<file path="src/rtl/pau_pkg.sv">
package pau_pkg;
    localparam int PC_W   = 4;
    localparam int SEG_W  = 4;
    localparam int NIB_W  = 4;
    localparam int ADDR_W = PC_W + SEG_W;

    typedef enum logic [1:0] {
        MD_IDLE  = 2'b00,
        MD_RUN   = 2'b01,
        MD_LOAD  = 2'b10,
        MD_SPARE = 2'b11
    } mode_e;

    typedef struct packed {
        logic [SEG_W-1:0] seg;
        logic [PC_W-1:0]  pc;
    } paddr_t;

    // A direct swap between run and program is forced through reset.
    function automatic mode_e mode_step(input mode_e cur, input logic [1:0] req);
        mode_e want;
        case (req)
            2'b01:   want = MD_RUN;
            2'b10:   want = MD_LOAD;
            default: want = MD_IDLE;
        endcase
        if ((cur == MD_RUN && want == MD_LOAD) || (cur == MD_LOAD && want == MD_RUN))
            return MD_IDLE;
        return want;
    endfunction
endpackage

</file>
<file path="src/rtl/pau_debounce.sv">
module pau_debounce #(
    parameter int DEB_CYCLES = 4
) (
    input  logic clk,
    input  logic rst,
    input  logic btn_raw,
    output logic press
);
    localparam int CNT_W = $clog2(DEB_CYCLES + 1);

    logic [1:0]       sync_q;
    logic             stable_q;
    logic [CNT_W-1:0] cnt_q;
    logic             settle;

    assign settle = (sync_q[1] != stable_q) && (cnt_q == CNT_W'(DEB_CYCLES - 1));

    always_ff @(posedge clk) begin
        if (rst) begin
            sync_q   <= '0;
            stable_q <= 1'b0;
            cnt_q    <= '0;
            press    <= 1'b0;
        end else begin
            sync_q <= {sync_q[0], btn_raw};
            press  <= settle && sync_q[1];
            if (sync_q[1] == stable_q) begin
                cnt_q <= '0;
            end else if (settle) begin
                stable_q <= sync_q[1];
                cnt_q    <= '0;
            end else begin
                cnt_q <= cnt_q + 1'b1;
            end
        end
    end
endmodule

</file>
<file path="src/rtl/pau_nib_ram.sv">
module pau_nib_ram #(
    parameter int AW = 8,
    parameter int DW = 4
) (
    input  logic          clk,
    input  logic          we,
    input  logic [AW-1:0] waddr,
    input  logic [DW-1:0] wdata,
    input  logic [AW-1:0] raddr,
    output logic [DW-1:0] rdata
);
    localparam int DEPTH = 1 << AW;

    logic [DW-1:0] cells [DEPTH];

    always_ff @(posedge clk) begin
        if (we) cells[waddr] <= wdata;
    end

    assign rdata = cells[raddr];
endmodule

</file>
<file path="src/rtl/pau_addr_gen.sv">
module pau_addr_gen
    import pau_pkg::*;
(
    input  logic             clk,
    input  logic             rst,
    input  logic             hold,
    input  logic             fetch_latch,
    input  logic             pc_step,
    input  logic             restart,
    input  logic             seg_load,
    input  logic [SEG_W-1:0] acc_val,
    output paddr_t           addr_q
);
    logic [PC_W-1:0]  pc_q;
    logic [SEG_W-1:0] seg_q;

    always_ff @(posedge clk) begin
        if (rst || hold) begin
            pc_q   <= '0;
            seg_q  <= '0;
            addr_q <= '0;
        end else begin
            if (fetch_latch) addr_q <= '{seg: seg_q, pc: pc_q};
            if (restart || seg_load) pc_q <= '0;
            else if (pc_step)        pc_q <= pc_q + 1'b1;
            if (seg_load) seg_q <= acc_val;
        end
    end

    a_r2_step: assert property (@(posedge clk) disable iff (rst)
        (!hold && pc_step && !restart && !seg_load) |=> (pc_q == $past(pc_q) + 1'b1));
    a_r3_clear_wins: assert property (@(posedge clk) disable iff (rst)
        (!hold && (restart || seg_load)) |=> (pc_q == '0));
    a_r4_seg_holds: assert property (@(posedge clk) disable iff (rst)
        (!hold && !seg_load) |=> $stable(seg_q));
    a_r5_latch_holds: assert property (@(posedge clk) disable iff (rst)
        (!hold && !fetch_latch) |=> $stable(addr_q));
    a_r6_held_zero: assert property (@(posedge clk) disable iff (rst)
        hold |=> (pc_q == '0 && seg_q == '0 && addr_q == '0));
endmodule

</file>
<file path="src/rtl/pgm_addr_unit.sv">
module pgm_addr_unit
    import pau_pkg::*;
#(
    parameter int DEB_CYCLES = 4
) (
    input  logic              clk,
    input  logic              rst,
    input  logic [1:0]        mode_sel,
    input  logic              fetch_latch,
    input  logic              pc_step,
    input  logic              restart,
    input  logic              seg_load,
    input  logic [SEG_W-1:0]  acc_val,
    input  logic              data_oe,
    input  logic [ADDR_W-1:0] sw_addr,
    input  logic [NIB_W-1:0]  sw_instr,
    input  logic [NIB_W-1:0]  sw_data,
    input  logic              wr_button,
    output logic [ADDR_W-1:0] addr_out,
    output logic [NIB_W-1:0]  instr_out,
    output logic [NIB_W-1:0]  data_bus,
    output logic              cpu_hold
);
    mode_e         mode_q;
    logic          in_run, in_load, press, wr_en;
    paddr_t        latched;
    logic [NIB_W-1:0] data_rd;

    always_ff @(posedge clk) begin
        if (rst) mode_q <= MD_IDLE;
        else     mode_q <= mode_step(mode_q, mode_sel);
    end

    assign in_run   = (mode_q == MD_RUN);
    assign in_load  = (mode_q == MD_LOAD);
    assign cpu_hold = rst || !in_run;
    assign wr_en    = press && in_load;

    pau_debounce #(.DEB_CYCLES(DEB_CYCLES)) u_deb (
        .clk(clk), .rst(rst), .btn_raw(wr_button), .press(press)
    );

    pau_addr_gen u_gen (
        .clk(clk), .rst(rst), .hold(!in_run),
        .fetch_latch(fetch_latch), .pc_step(pc_step), .restart(restart),
        .seg_load(seg_load), .acc_val(acc_val), .addr_q(latched)
    );

    assign addr_out = in_load ? sw_addr : latched;

    pau_nib_ram #(.AW(ADDR_W), .DW(NIB_W)) u_iram (
        .clk(clk), .we(wr_en), .waddr(sw_addr), .wdata(sw_instr),
        .raddr(addr_out), .rdata(instr_out)
    );

    pau_nib_ram #(.AW(ADDR_W), .DW(NIB_W)) u_dram (
        .clk(clk), .we(wr_en), .waddr(sw_addr), .wdata(sw_data),
        .raddr(addr_out), .rdata(data_rd)
    );

    assign data_bus = (in_run && data_oe) ? data_rd : '0;

    a_r8_run_not_to_load: assert property (@(posedge clk) disable iff (rst)
        (mode_q == MD_RUN) |=> (mode_q != MD_LOAD));
    a_r8_load_not_to_run: assert property (@(posedge clk) disable iff (rst)
        (mode_q == MD_LOAD) |=> (mode_q != MD_RUN));
endmodule

</file>
<file path="config.mk">
export PLATFORM = sky130hd
export DESIGN_NAME = pgm_addr_unit
export DESIGN_NICKNAME = d
export VERILOG_FILES = /design/src/rtl/pau_pkg.sv /design/src/rtl/pau_debounce.sv /design/src/rtl/pau_nib_ram.sv /design/src/rtl/pau_addr_gen.sv /design/src/rtl/pgm_addr_unit.sv
export SDC_FILE = /design/constraint.sdc
export NUM_CORES = 2
export LEC_CHECK = 0
export BUFFER_PORTS_ARGS = -buffer_cell sky130_fd_sc_hd__buf_2
export CORE_ASPECT_RATIO = 1.1
export CORE_UTILIZATION = 38
export DETAILED_ROUTE_END_ITERATION = 8
export PLACE_DENSITY = 0.63
export SETUP_SLACK_MARGIN = 0.02
export SLEW_MARGIN = 25
export SYNTH_ARGS = -nofsm -noshare
export SYNTH_HDL_FRONTEND = slang
export SYNTH_SLANG_ARGS = --single-unit
</file>
<file path="constraint.sdc">
create_clock -name clk -period 13.6 [get_ports clk]
set_clock_uncertainty 0.05 [all_clocks]
set_input_delay 2.72 -clock clk [delete_from_list [all_inputs] [get_ports clk]]
set_output_delay 2.72 -clock clk [all_outputs]
set_load 0.05 [all_outputs]
</file>
==> key figures <==
Status
  • Status: completed

Pwr
  • Sw Ratio: 0.209
  • Pwr Total: 13,000 uW
  • Net switching power: 2700 uW
  • Int Pwr: 10,300 uW
  • Pwr/cell area: 143 mW/mm^2
  • Clock share of power: 0.430
  • Worst-case vdd ir drop: 0.113 mV
  • Combinational Power Share: 0.029
  • Pleak: 0.0276 uW
  • Sequential Power Share: 0.542

Layout
  • Synthesis-to-layout area growth: 12.6%
  • Multi-input logic area: 0.0177 mm^2
  • Register area: 0.0620 mm^2
  • Final cell utilization of the core: 0.430
  • Layout cells sized above 1: 0.220
  • # fillers: 18,200
  • Nets@finish: 4,179
  • Commonest cells after routing, fill and taps aside: 2,048 x edfxtp_1, 490 x mux4_2, 366 x nand2_1
  • Commonest non-fill, non-tap cell in the layout: edfxtp_1

GRT
  • Vias in the first global route: 40,900
  • Initial antenna violation count: 13
  • First-pass GRT wire length: 303 mm
  • Tot GR Track Use: 0.200
  • Grt ovf: 0
  • Largest net degree at the start of global routing: 169

Floorplanning
  • Die X: 441 um
  • Starting Density: 0.382
  • Die Area: 0.214 mm^2
  • Top Ports: 47
  • Die Height: 485 um
  • Core area: 0.211 mm^2
  • Std-Cell Rows: 177

CTS
  • Reg clk slew, reported paths: 0.06 ns
  • Post-CTS Setup Repair Bufs: 0
  • Root buffer cell: clkbuf_16
  • Clk sink count: 2,073
  • Total CTS buffers: 202
  • # resized after CTS: 0
  • Clock tree buffer depth: 3
  • CTS H-tree depth: 4
  • CTS tree: done
  • Post-CTS Hold Buffers: 0
  • Clock latency on the worst-skew pair: 0.85 ns

Synth
  • Post-synthesis area per instance: 19.9 um^2
  • Post-synth top area cell: edfxtp_1
  • Sequential-to-total area share from yosys stat: 0.768
  • Ranking of synthesized cells by area: edfxtp_1 76%, mux4_2 14%, nand2_1 1.7%, nor2_1 1.4%, mux2i_1 1.1%
  • Post-synth net total: 4,081
  • Synth Area in Simple Gates: 0.0476
  • Distinct cells, synth: 64
  • Mapped Area: 0.0807 mm^2
  • EDFF count, synth: 2,048
  • Asr flop ratio synth: 0
  • Yosys warnings: 0
  • Largest family of logic cells by synthesized area: multiplexers
  • Synth Area in Compound Gates: 0.0193
  • #FFs+latches synth: 2,073
  • Synthesized-area fraction occupied by adder cells: 0.000465
  • Post-synthesis mux area share: 0.149
  • Cells after Synth: 4,048
  • Post-Synth XOR/XNOR Area: 0.000434
  • Yosys top cell area share: 0.762
  • Main synth FF type: edfxtp_1

Timing
  • Worst slew pin tran: 1.17 ns
  • Worst Hold Slack: 0.378 ns
  • TNS Setup: 0 ns
  • Setup-failing EPs final: 0
  • Slew headroom: 0.219
  • Peak Freq: 95.3 MHz
  • Final hold vios: 0
  • RSZ-0062 raised after global routing: false
  • Period utilisation layout: 0.772
  • Min Clock Period, post-route: 10.49 ns
  • Final Max Tran Viols: 0

Job
  • Max capacitance violation total: 0

Critical path
  • WP data required: 10.83 ns
  • Critical path type: in -> out
  • CP Launch Type: primary input
  • Worst reg2reg path depth: 6
  • Max FO, Critical Path: 48
  • Worst Path Arrival: 7.72 ns
  • CP Capture Type: primary output

Drt
  • Antenna-violating nets left: 0
  • Vias per cell: 5.71
  • WL final: 214 mm
  • Detailed Routing Iterations Pass 1: 6
  • Wire per inst: 30.2 um
  • DRC: 0
  • Via Count: 40,600
  • Drt first-iter violations: 5,132

Placed design
  • Placed wire-length estimate: 129 mm
  • Port buffer count: 46
  • Routability cong.: 0.852

Min path
  • Hold depth: 1
  • Worst hold-check path type: reg -> reg
through the flow:
step	setup slack [ns]	cell area, um^2	std cells
final	3.11	90900	7102
after global routing	2.94	90900	7101
after CTS	2.96	90700	7087
after detailed placement	2.97	84200	6715
after global placement	2.94	84100	6715
after floorplan	5.18	80700	4048
worst max-delay path: stages:
cell	delay, ns
buf_2	0.17
and3b_1	0.27
a21oi_4	0.27
buf_6	0.58
buf_4	0.80
mux4_2	0.61
mux4_2	0.47
a211oi_1	0.60
nand2_1	0.52
and4_1	0.40
buf_2	0.23
metal layers:
layer	share of wire	GRT usage	up-vias
li1	-	-	16700
met1	0.39	0.263	21600
met2	0.48	0.318	1884
met3	0.083	0.0424	388
met4	0.047	0.0907	4
met5	0.00012	0	-
power groups by stage:
stage / sequential (uW) / clock, uW / combinational (uW)
3_3_place_gp: 7150 / 0 / 366
3_5_place_dp: 7150 / 0 / 375
2_1_floorplan: 7150 / 0 / 176
4_1_cts: 7020 / 5620 / 375
6_report: 7020 / 5570 / 374
5_1_grt: 7010 / 5850 / 395
final timing paths:
path / start / endpoint / slack, ns
max reg2reg: mode_q[1] / u_iram.cells[150][2] / 9.50
min reg2reg: u_deb.cnt_q[0] / u_deb.cnt_q[0] / 0.38
max: sw_addr[0] / instr_out[3] / 3.11
min: u_deb.cnt_q[0] / u_deb.cnt_q[0] / 0.38
cell families after synthesis:
group | count (synthesis)
compound gates | 224
xor+xnor | 4
fa+ha+maj | 3
buf+inv | 250
flops | 2073
mux | 584
simple gates | 910
layout make-up:
class | instances | area share
clock inverter | 126 | 0.0144
tap | 2774 | 0.0382
antenna | 14 | 0.000386
sequential | 2073 | 0.682
timing repair buffer | 127 | 0.0115
inverter | 17 | 0.000964
multi-input combinational | 1725 | 0.194
clock buffer | 246 | 0.0577
cells in the mapped netlist, types with 5 or more instances:
master,n
edfxtp_1,2048
mux4_2,490
nand2_1,369
nor2_1,309
nand3_1,145
clkbuf_1,89
mux2i_1,89
buf_2,78
a21oi_1,37
buf_4,32
a211oi_1,31
dfxtp_1,25
a31oi_1,24
and3_1,24
buf_1,22
o22ai_1,21
o21ai_0,20
a22oi_1,18
a221oi_1,16
inv_1,13
nand4_1,13
nor3_1,12
buf_6,10
a311oi_1,9
nor2b_1,8
o2111ai_1,8
o211ai_1,7
or3_1,6
and4_1,5
sequential cells by signal, summed over array words and instances (netlist names):
name            cells
mode_q              2
u_deb.cnt_q         3
u_deb.press         1
u_deb.stable_q      1
u_deb.sync_q        2
u_dram.cells     1024
u_gen.addr_q        8
u_gen.pc_q          4
u_gen.seg_q         4
u_iram.cells     1024
Note: power is estimated with default switching activity, not from simulation.
